### src/rtl/dbg_bkpt_pkg.sv
package dbg_bkpt_pkg;

    typedef enum logic [1:0] {
        SEL_CTRL   = 2'd0,
        SEL_MATCHH = 2'd1,
        SEL_MATCHL = 2'd2,
        SEL_NONE   = 2'd3
    } cfg_sel_e;

    typedef struct packed {
        logic forced;   // control bit 1
        logic enable;   // control bit 0
    } bkpt_ctrl_t;

    typedef enum logic {
        FS_IDLE = 1'b0,
        FS_PEND = 1'b1
    } force_state_e;

endpackage

### src/rtl/bkpt_regs.sv
module bkpt_regs
    import dbg_bkpt_pkg::*;
#(
    parameter int ADDR_W = 16,
    localparam int HALF_W = ADDR_W / 2
) (
    input  logic              clk,
    input  logic              rst_n,
    input  logic              cfg_we,
    input  logic [1:0]        cfg_sel,
    input  logic [HALF_W-1:0] cfg_wdata,
    output bkpt_ctrl_t        ctrl,
    output logic [ADDR_W-1:0] match_addr
);

    always_ff @(posedge clk) begin
        if (!rst_n) begin
            ctrl       <= '0;
            match_addr <= '0;
        end else if (cfg_we) begin
            unique case (cfg_sel_e'(cfg_sel))
                SEL_CTRL: begin
                    ctrl.enable <= cfg_wdata[0];
                    ctrl.forced <= cfg_wdata[1];
                end
                SEL_MATCHH: match_addr[ADDR_W-1:HALF_W] <= cfg_wdata;
                SEL_MATCHL: match_addr[HALF_W-1:0]      <= cfg_wdata;
                SEL_NONE:   ;
            endcase
        end
    end

    AST_MATCH_HOLD: assert property (@(posedge clk) disable iff (!rst_n)
        !(cfg_we && (cfg_sel == SEL_MATCHH || cfg_sel == SEL_MATCHL)) |=> $stable(match_addr));

endmodule

### src/rtl/bkpt_force_fsm.sv
module bkpt_force_fsm
    import dbg_bkpt_pkg::*;
(
    input  logic clk,
    input  logic rst_n,
    input  logic arm_ok,
    input  logic hit,
    input  logic boundary,
    output logic fire
);

    force_state_e state, state_nx;

    always_comb begin
        state_nx = state;
        unique case (state)
            FS_IDLE: if (arm_ok && hit) state_nx = FS_PEND;
            FS_PEND: begin
                if (!arm_ok)       state_nx = FS_IDLE;
                else if (boundary) state_nx = hit ? FS_PEND : FS_IDLE;
            end
        endcase
    end

    always_ff @(posedge clk) begin
        if (!rst_n) state <= FS_IDLE;
        else        state <= state_nx;
    end

    always_comb begin
        fire = 1'b0;
        unique case (state)
            FS_IDLE: fire = 1'b0;
            FS_PEND: fire = arm_ok && boundary;
        endcase
    end

    AST_PEND_FROM_HIT: assert property (@(posedge clk) disable iff (!rst_n)
        (state == FS_PEND && $past(state) == FS_IDLE) |-> $past(arm_ok && hit));

    AST_FIRE_CLEARS: assert property (@(posedge clk) disable iff (!rst_n)
        (fire && !hit) |=> (state == FS_IDLE));

    AST_DISARM_DROPS: assert property (@(posedge clk) disable iff (!rst_n)
        !arm_ok |=> (state == FS_IDLE));

endmodule

### src/rtl/bkpt_tag_queue.sv
module bkpt_tag_queue #(
    parameter int DEPTH = 4,
    localparam int CW = $clog2(DEPTH + 1)
) (
    input  logic clk,
    input  logic rst_n,
    input  logic fetch,
    input  logic tag_in,
    input  logic exec,
    input  logic flush,
    output logic head_tag
);

    logic [DEPTH-1:0] tags_q, tags_nx;
    logic [CW-1:0]    cnt_q, cnt_nx, base;
    logic             do_pop, do_push;

    always_comb begin
        do_pop  = exec && (cnt_q != '0) && !flush;
        base    = flush ? '0 : (do_pop ? cnt_q - 1'b1 : cnt_q);
        do_push = fetch && (base < CW'(DEPTH));
        if (flush)       tags_nx = '0;
        else if (do_pop) tags_nx = tags_q >> 1;
        else             tags_nx = tags_q;
        for (int i = 0; i < DEPTH; i++) begin
            if (do_push && base == CW'(i)) tags_nx[i] = tag_in;
        end
        cnt_nx = do_push ? base + 1'b1 : base;
    end

    always_ff @(posedge clk) begin
        if (!rst_n) begin
            tags_q <= '0;
            cnt_q  <= '0;
        end else begin
            tags_q <= tags_nx;
            cnt_q  <= cnt_nx;
        end
    end

    assign head_tag = exec && (cnt_q != '0) && tags_q[0];

    AST_CNT_BOUND: assert property (@(posedge clk) disable iff (!rst_n)
        cnt_q <= CW'(DEPTH));

    AST_FLUSH_EMPTIES: assert property (@(posedge clk) disable iff (!rst_n)
        (flush && !fetch) |=> (cnt_q == '0 && tags_q == '0));

endmodule

### src/rtl/dbg_bkpt_unit.sv
module dbg_bkpt_unit
    import dbg_bkpt_pkg::*;
#(
    parameter int ADDR_W = 16,
    parameter int QDEPTH = 4,
    localparam int HALF_W = ADDR_W / 2
) (
    input  logic              clk,
    input  logic              rst_n,
    input  logic              cfg_we,
    input  logic [1:0]        cfg_sel,
    input  logic [HALF_W-1:0] cfg_wdata,
    input  logic [ADDR_W-1:0] bus_addr,
    input  logic              bus_access,
    input  logic              bus_fetch,
    input  logic              insn_boundary,
    input  logic              q_head_exec,
    input  logic              q_flush,
    output logic              halt_req
);

    bkpt_ctrl_t        ctrl;
    logic [ADDR_W-1:0] match_addr;
    logic              addr_hit, force_fire, head_tag;
    logic              force_arm, tag_arm;

    bkpt_regs #(.ADDR_W(ADDR_W)) u_regs (
        .clk        (clk),
        .rst_n      (rst_n),
        .cfg_we     (cfg_we),
        .cfg_sel    (cfg_sel),
        .cfg_wdata  (cfg_wdata),
        .ctrl       (ctrl),
        .match_addr (match_addr)
    );

    assign addr_hit  = (bus_addr == match_addr);
    assign force_arm = ctrl.enable && ctrl.forced;
    assign tag_arm   = ctrl.enable && !ctrl.forced;

    bkpt_force_fsm u_force (
        .clk      (clk),
        .rst_n    (rst_n),
        .arm_ok   (force_arm),
        .hit      (bus_access && addr_hit),
        .boundary (insn_boundary),
        .fire     (force_fire)
    );

    bkpt_tag_queue #(.DEPTH(QDEPTH)) u_tagq (
        .clk      (clk),
        .rst_n    (rst_n),
        .fetch    (bus_fetch),
        .tag_in   (tag_arm && addr_hit),
        .exec     (q_head_exec),
        .flush    (q_flush),
        .head_tag (head_tag)
    );

    assign halt_req = force_fire || (tag_arm && head_tag);

    AST_HALT_NEEDS_EN: assert property (@(posedge clk) disable iff (!rst_n)
        halt_req |-> ctrl.enable);

    AST_FORCED_AT_BOUNDARY: assert property (@(posedge clk) disable iff (!rst_n)
        (halt_req && ctrl.forced) |-> insn_boundary);

endmodule

### config.mk
export PLATFORM = sky130hd
export DESIGN_NAME = dbg_bkpt_unit
export DESIGN_NICKNAME = d
export VERILOG_FILES = /design/src/rtl/dbg_bkpt_pkg.sv /design/src/rtl/bkpt_regs.sv /design/src/rtl/bkpt_force_fsm.sv /design/src/rtl/bkpt_tag_queue.sv /design/src/rtl/dbg_bkpt_unit.sv
export SDC_FILE = /design/constraint.sdc
export NUM_CORES = 1
export LEC_CHECK = 0
export ABC_AREA = 1
export CAP_MARGIN = 15
export CELL_PAD_IN_SITES_DETAIL_PLACEMENT = 0
export CELL_PAD_IN_SITES_GLOBAL_PLACEMENT = 1
export CORE_MARGIN = 4
export CORE_UTILIZATION = 35
export CTS_CLUSTER_DIAMETER = 50
export DETAILED_ROUTE_END_ITERATION = 7
export GPL_TIMING_DRIVEN = 1
export PLACE_DENSITY = 0.85
export RECOVER_POWER = 50
export SYNTH_ARGS = -nofsm -noshare
export SYNTH_HDL_FRONTEND = slang
export SYNTH_HIERARCHICAL = 1
export SYNTH_SLANG_ARGS = --single-unit
### constraint.sdc
create_clock -name clk -period 3.2 [get_ports clk]
set_input_delay 0.48 -clock clk [delete_from_list [all_inputs] [get_ports clk]]
set_output_delay 0.48 -clock clk [all_outputs]
set_load 0.02 [all_outputs]
== Yosys cells after proc, flatten, opt, wreduce, memory -nomap -nowiden ==
Index checks and enable logic that the tools add are counted.
Word-level totals
  word-level logic and storage cells: 63
  output and inout port bits: 1
  bits of input ports: 34
  register bits: 26
Operators by class
  reduce and logical (&&, ||, !) cells: 28
  magnitude comparators: 1
  mux-type cells: 15
  equal/unequal tests: 6
  add/subtract/negate cells: 2
  bitwise gates (word level): 1
Operators by type and width (count)
  16-bit == test: 1
  1-bit logical AND: 15
  3-bit nonzero test: 5
  3-bit two-way mux: 3
  1-bit two-way mux: 8
  4-bit two-way mux: 2
  3-bit by 2-bit == test with 1-bit output, second input constant: 2
  2-bit AND reduction: 3
  1-bit case mux with 2 select lines: 2
  3-bit by 1-bit adder with 3-bit output, second input constant: 1
  3-bit by 1-bit == test with 1-bit output, second input constant: 1
  3-bit logical NOT: 1
  3-bit < comparator, second input constant: 1
  3-bit by 1-bit subtractor with 3-bit output, second input constant: 1
  2-bit by 1-bit == test with 1-bit output, second input constant: 1
  2-bit == test, second input constant: 1
  1-bit logical NOT: 2
  2-bit logical NOT: 1
  1-bit logical OR: 1
  1-bit NOT: 1

== Depth between registers and ports, before layout ==
Gate-level depths: netlist (run 1).
  depth in word-level cells: 9
  gate-level depth with buffers: 13
  depth with buffers taken out: 13

== Hierarchy ==
Netlist (run 1), hierarchy kept.
By module, submodules not included
  bkpt_regs: sequential area each 360.3 um2, area an instance 809.5 um2, instances 1, cells an instance 117
  bkpt_tag_queue: sequential area each 140.1 um2, area an instance 565.5 um2, instances 1, cells an instance 81
  dbg_bkpt_unit: sequential area each 0.0 um2, area an instance 365.4 um2, instances 1, cells an instance 96
  bkpt_force_fsm: sequential area each 20.0 um2, area an instance 53.8 um2, instances 1, cells an instance 8

== Worst setup path before layout (run 1) ==
Ideal clock, no wire load.
  kind: reg2reg
  from: register u_tagq.cnt_q[0]
  to: register u_tagq.cnt_q[2]
  library setup time: 0.076 ns
  data required time: 3.124 ns
  setup slack: 1.510 ns
  arrival: 1.615 ns
  period minus slack after synthesis: 1.690 ns
  stages on the path, launching flop included: 13
  path buffers: 0
  cells stage by stage: dfxtp_1 -> inv_1 -> ha_1 -> nand2_4 -> nand2_4 -> nor2_4 -> inv_2 -> o22ai_2 -> ha_1 -> ha_1 -> inv_1 -> nand2_1 -> a21boi_0
On the way
  longest elaborated chain between the ends: 8
  elaborated cells between the ends (all ways): 10
  those cells by class: add/sub (2); order compare (1); mux (3); reduce/logical (4)
RTL lines
  start, declared: line bkpt_tag_queue.sv:15  | logic [CW-1:0] cnt_q, cnt_nx, base;
  start signal, assigned: line bkpt_tag_queue.sv:37  | cnt_q <= cnt_nx;
  parallel branches: the longest is 3 deep, another holds 3-bit by 1-bit subtractor with 3-bit output
  3-bit two-way mux * (2 in series): line bkpt_tag_queue.sv:20  | base = flush ? '0 : (do_pop ? cnt_q - 1'b1 : cnt_q);
  3-bit < comparator: line bkpt_tag_queue.sv:21  | do_push = fetch && (base < CW'(DEPTH));
  1-bit logical AND: line bkpt_tag_queue.sv:21
  3-bit two-way mux *: line bkpt_tag_queue.sv:28  | cnt_nx = do_push ? base + 1'b1 : base;
Mark *: on every way between the ends.
A chain may end at the register's enable or synchronous reset.

== Worst setup path in the final report (run 1) ==
  from: input port q_head_exec
  to: output port halt_req
On the way
  longest elaborated chain between the ends: 4
RTL lines
  start, declared: line dbg_bkpt_unit.sv:17  | input logic q_head_exec,
  1-bit logical AND (2 in series): line bkpt_tag_queue.sv:41  | assign head_tag = exec && (cnt_q != '0) && tags_q[0];
  via head_tag: line dbg_bkpt_unit.sv:24  | logic addr_hit, force_fire, head_tag;
  1-bit logical AND: line dbg_bkpt_unit.sv:60  | assign halt_req = force_fire || (tag_arm && head_tag);
  1-bit logical OR: line dbg_bkpt_unit.sv:60
  end, declared: line dbg_bkpt_unit.sv:19  | output logic halt_req
The timed path passes the listed nets, and every way through them passes these cells.

==> flow_summary.ini, run 1 <==
[status]
outcome = complete, no violations

[worst_setup_path]
cp_slowest_cell = clkdlybuf4s50_1
path_delay_family = buffers and inverters
end_kind = output port
cp_slowest_stage_delay_ns = 0.60
cp.required_ns = 2.72
cp_cell_sequence = clkdlybuf4s50_1, nand2_4, nor2_1, a31o_2, clkdlybuf4s50_1
cp.buffers_inverters = 2
worstPathMaxFanout = 3
r2r_setup_slack_ns = 1.34
cp_common_cell = clkdlybuf4s50_1
crit_type = primary input to output port
reg2reg_depth = 12
r2r-end = u_tagq/cnt_q[2]
worstPathArrival_ns = 2.01
reg2reg_from = u_tagq/cnt_q[0]
worst_setup_path_start_kind = primary input

[synth]
ys_ff_latch = 26
ys_types = 24
synth_area_leaders = dfxtp_1, nand2_1, nor2_1
synthCells = 302
yosysTopAreaCell = dfxtp_1
ys_warn_count = 6
syn-cell-area_um2 = 1790
syn_avg_cell_area_um2 = 5.94
async_flop_share_pct = 0
synth-edff-count = 0
synth_ff_type = dfxtp_1
synth_top_area_share_pct = 29.0
ys_seq_area_share_pct = 29.0
syn_nets = 343

[worst_hold_path]
worstHoldEndpoint = u_force/state
min_path_type = flip-flop to flip-flop
hold_depth = 2
min_from = u_force/state

[timing]
setup_slack_ns = 0.709
max_freq_mhz = 401
fin_setup_tns_ns = 0
maxSlewHeadroom_pct = 57.9
hold_viol = 0
tightest_slew_ns = 0.630
fin_crit_sh_pct = 77.8
drv_slew = 0
grt_setup_unrepaired = false
finClkSkew_ns = 0.00706
setup_viol = 0
min_period_ns = 2.49
whs_ns = 0.464

[detailed_routing]
wl_um = 3640
first_pass_iters = 4
drt_iter0_drc = 60
ant_nets = 0
vias = 1670
drc_errors = 0
wl_per_cell_um = 9.00
via_per_inst = 4.13

[flow_run]
cap_viol_max_count = 0

[pwr]
p_per_area_nw_per_um2 = 373
vdd_drop_max_mv = 0.187
internal-power_uw = 602
power_switching_uw = 226
p_clk_share_pct = 33.1
p_sw_share_pct = 27.3
power_frac_comb_pct = 24.1
p_leak_uw = 0.00117
power_frac_seq_pct = 42.8

[cts]
cts-resized-gates = 0
cts_buffers = 3
h-tree-depth = 1
postCtsSetupBuffers = 0
cts_root_buffer = clkbuf_8
cts.path.max_buffers = 2
tritoncts = yes
holdBufCountCts = 0
cts.clk_slew.worst_paths_ns = 0.10
clock_sinks = 26
clock_latency_ns = 0.27

[die]
core_area_um2 = 4850
fp.dieW_um = 79.6
start_util_pct = 37.0
die-area_um2 = 6340
die_h_um = 79.6
rows = 25
num_io_pins = 35

[grt]
overflow = 0
grt_pass1_wl_um = 6330
grt_max_degree = 27
grt_pass1_vias = 1504
grt.total_usage_pct = 12.3
antenna_found_initial = 0

[placement]
gp_congestion = 0.748
placed_area_um2 = 2180
dp_hpwl_um = 2860
dp_slack_ns = 0.697
portBuffers = 34

[cells_and_area]
layout.nets = 379
area_growth_pct = 23.8
layout-drive-gt1-share_pct = 8.01
diodes = 0
final_area_um2 = 2220
[worst max-delay path by stage]
stage / from / end / slack [ns] / depth (start not counted)
final: q_head_exec / halt_req / 0.71 / 5
after detailed placement: q_head_exec / halt_req / 0.70 / 5
after global routing: q_head_exec / halt_req / 0.63 / 5
after CTS: q_head_exec / halt_req / 0.69 / 5
after global placement: q_head_exec / halt_req / 0.72 / 5
after floorplan: u_tagq/cnt_q[0] / u_tagq/cnt_q[2] / 1.51 / 12
[worst register-to-register path: cells and delay by family, from the launching register on]
kind                       cells  cell delay, ns
buffers and inverters          3            0.18
DFF                            1            0.31
and+or+nand+nor                4            0.36
AOI/OAI and AO/OA              2            0.30
adders and majority gates      3            0.64
[state kept, by name (all words and copies together), names as in the netlist]
signal / cells
u_regs/match_addr: 16
u_tagq/tags_q: 4
u_tagq/cnt_q: 3
u_regs/ctrl: 2
u_force/state: 1
[area by class of cell]
class | instances | area [um2]
inverters | 68 | 255
repair buffers | 35 | 348
fillers | 536 | 2630
multi-input cells | 204 | 943
clock inverters | 1 | 30.0
well taps | 67 | 83.8
flip-flops and latches | 26 | 520
clock buffers | 3 | 41.3
[through the flow]
stage | cells | util (%) | power [uW]
finish | 404 | 45.8 | 829
global route | 404 | 45.8 | 889
CTS | 404 | 46.3 | 846
detailed placement | 400 | 44.9 | 567
global placement | 400 | 44.9 | 564
floorplan | 302 | - | 494
[placed cells by master (no fill, tap or decap)]
| cell | count |
|---|---|
| a21boi_0 | 1 |
| clkdlybuf4s50_1 | 32 |
| nand4_1 | 2 |
| o21ai_2 | 1 |
| ha_1 | 7 |
| dlygate4sd3_1 | 2 |
| bufinv_16 | 1 |
| a21oi_1 | 2 |
| o21ai_0 | 3 |
| nor3_1 | 1 |
| inv_1 | 62 |
| o22ai_2 | 1 |
| nand2_2 | 6 |
| nand2_4 | 3 |
| a31o_2 | 1 |
| nand3_1 | 8 |
| clkbuf_8 | 3 |
| a21oi_2 | 1 |
| nor2_1 | 73 |
| o21ai_1 | 1 |
| dfxtp_1 | 26 |
| buf_4 | 1 |
| nand3_4 | 1 |
| nand2_1 | 90 |
| nand3_2 | 1 |
| nor2_4 | 1 |
| inv_2 | 6 |
[power groups by stage]
stage / clock network [uW] / registers, uW / logic [uW]
final: 274 / 354 / 200
after CTS: 285 / 355 / 206
after detailed placement: 0 / 362 / 205
after floorplan: 0 / 359 / 135
after global placement: 0 / 362 / 202
after global routing: 301 / 358 / 230
[routing by layer]
layer	wire length, um	up-vias	global-route usage, %
met2	1700	27	21.7
met3	154	6	2.14
met5	0	-	0
met1	1740	699	15.0
met4	46	0	4.12
li1	-	938	-
[kinds of logic (layout without fill, tap and decap cells)]
logic type,count (synthesis),after routing,share of synthesized area [%]
AO/OA/AOI/OAI,11,11,4.25
adder cells (fa/ha/maj),7,7,4.88
buffers and inverters,72,107,17.0
flip-flops,26,26,29.0
AND/OR/NAND/NOR,186,186,44.8
[cell usage after synthesis, types with 3 or more instances]
| cell | number |
|---|---|
| o21ai_0 | 3 |
| nand3_1 | 6 |
| nand3_4 | 3 |
| inv_2 | 6 |
| nor2_1 | 73 |
| inv_1 | 62 |
| nand2_1 | 90 |
| dfxtp_1 | 26 |
| nand2_4 | 3 |
| nand2_2 | 6 |
| ha_1 | 7 |
Power figures use the tool's default switching activity.
==> run 2: changes to the inputs <==
==> constraint.sdc (replaced) <==
create_clock -name clk -period 2.3 [get_ports clk]
set_input_delay 0.345 -clock clk [delete_from_list [all_inputs] [get_ports clk]]
set_output_delay 0.345 -clock clk [all_outputs]
set_load 0.02 [all_outputs]
==> run 2 against run 1 <==
  * Global-route usage increased by 0.14 points
  * Count of clock-buffer cells in the layout unchanged
  * Register-to-register slack got worse by 1.0 ns
  * Combinational power increased by 41%
  * First-iteration DRC count increased by 53%
  * Utilization increased by 0.21 points
  * Non-clock buffer count increased by 1
  * Routed wire length increased by 0.93%
  * Critical path type is now flip-flop to flip-flop
  * Largest cell class unchanged
  * Highest routed layer unchanged
==> flow_summary.ini, run 2 (synthesis results as in run 1) <==
[status]
outcome = complete, no violations

[worst_setup_path]
path_delay_family = adder cells
cp_slowest_stage_delay_ns = 0.31
cp.buffers_inverters = 4
worst_setup_path_start_kind = flip-flop
cp.required_ns = 2.50
worstPathArrival_ns = 2.20
crit_type = flip-flop to flip-flop
cp_slowest_cell = dfxtp_1
worstPathMaxFanout = 4
cp_common_cell = ha_1
end_kind = flip-flop
cp_cell_sequence = inv_1, ha_1, nand2_4, nand2_4, buf_4, nor2_4, inv_2, o22ai_2, ha_1, ha_1, inv_1, nand2_1, a21boi_0

[grt]
grt_pass1_vias = 1518
grt_pass1_wl_um = 6370
overflow = 0
antenna_found_initial = 0
grt_max_degree = 27
grt.total_usage_pct = 12.4

[detailed_routing]
first_pass_iters = 4
via_per_inst = 4.07
vias = 1647
drc_errors = 0
drt_iter0_drc = 92
wl_per_cell_um = 9.07
ant_nets = 0
wl_um = 3670

[die]
num_io_pins = 35
die_h_um = 79.6
rows = 25
start_util_pct = 37.0
fp.dieW_um = 79.6
die-area_um2 = 6340
core_area_um2 = 4850

[placement]
dp_slack_ns = 0.0825
dp_hpwl_um = 2830
portBuffers = 34
gp_congestion = 0.790

[cts]
clock_sinks = 26
tritoncts = yes
cts-resized-gates = 0
cts.clk_slew.worst_paths_ns = 0.09
cts_buffers = 3
holdBufCountCts = 0
cts_root_buffer = clkbuf_8
cts.path.max_buffers = 2
clock_latency_ns = 0.27
postCtsSetupBuffers = 0
h-tree-depth = 1

[cells_and_area]
area_growth_pct = 24.4
mostFrequentLayoutCells = nand2_1, nor2_1, inv_1
largest_register_ff_count = 16
diodes = 0
layout-drive-gt1-share_pct = 8.28
largest_register = u_regs/match_addr
fillers = 520
layout_commonest_cell = nand2_1
layout.nets = 380
reg_top3 = u_regs/match_addr x16, u_tagq/tags_q x4, u_tagq/cnt_q x3

[timing]
hold_viol = 0
setup_slack_ns = 0.298
fin_setup_tns_ns = 0
fin_crit_sh_pct = 87.1
setup_viol = 0
finClkSkew_ns = 0.00407
maxSlewHeadroom_pct = 58.1
tightest_slew_ns = 0.626
min_period_ns = 2.00
max_freq_mhz = 499
drv_slew = 0
grt_setup_unrepaired = false

[pwr]
p_leak_uw = 0.00119
vdd_drop_max_mv = 0.534
p_per_area_nw_per_um2 = 518
power_uw = 1160

[flow_run]
cap_viol_max_count = 0

[worst_hold_path]
min_path_type = flip-flop to flip-flop
==> run 2: final cells by class <==
type	count	area (um2)	share of cell area, %
Clock buffer	3	41.3	1.85
Tap cell	67	83.8	3.76
Sequential cell	26	520	23.3
Timing Repair Buffer	36	358	16.0
Inverter	68	255	11.4
Multi-Input combinational cell	204	943	42.3
Clock inverter	1	30.0	1.35
==> run 2: path summary, 6_finish.rpt <==
path,end,slack (ns),startpoint,depth (start not counted)
setup / recovery,u_tagq/cnt_q[2],0.30,u_tagq/cnt_q[0],13
hold / removal,u_force/state,0.46,u_force/state,2
setup reg to reg,u_tagq/cnt_q[2],0.30,u_tagq/cnt_q[0],13
hold reg to reg,u_force/state,0.46,u_force/state,2
==> run 2: metal layers <==
| layer | vias up | track usage (%) | wire length, um |
|---|---|---|---|
| li1 | 941 | - | - |
| met3 | 2 | 2.82 | 158 |
| met5 | - | 0 | 0 |
| met2 | 24 | 22.1 | 1770 |
| met4 | 0 | 3.09 | 29 |
| met1 | 680 | 15.0 | 1710 |
==> run 2: stage by stage <==
stage,cells,hold slack (ns),utilization [%],area [um2]
after floorplan,302,0.442,-,1790
after global placement,401,0.449,45.0,2180
after detailed placement,401,0.456,45.0,2180
after CTS,405,0.472,46.5,2250
after global routing,405,0.491,46.0,2230
final,405,0.465,46.0,2230
==> run 2: worst reg2reg max path: stages, from the launching register on <==
cell	delay, ns
dfxtp_1	0.31
inv_1	0.08
ha_1	0.24
nand2_4	0.09
nand2_4	0.05
buf_4	0.15
nor2_4	0.11
inv_2	0.05
o22ai_2	0.16
ha_1	0.19
ha_1	0.22
inv_1	0.05
nand2_1	0.04
a21boi_0	0.17
==> run 2: power by group <==
part / internal [uW] / switching (uW) / leakage [uW]
Combinational: 131 / 152 / 0.000944
Clock: 233 / 148 / 0.0000357
Sequential: 477 / 15.9 / 0.000213
Total: 841 / 316 / 0.00119
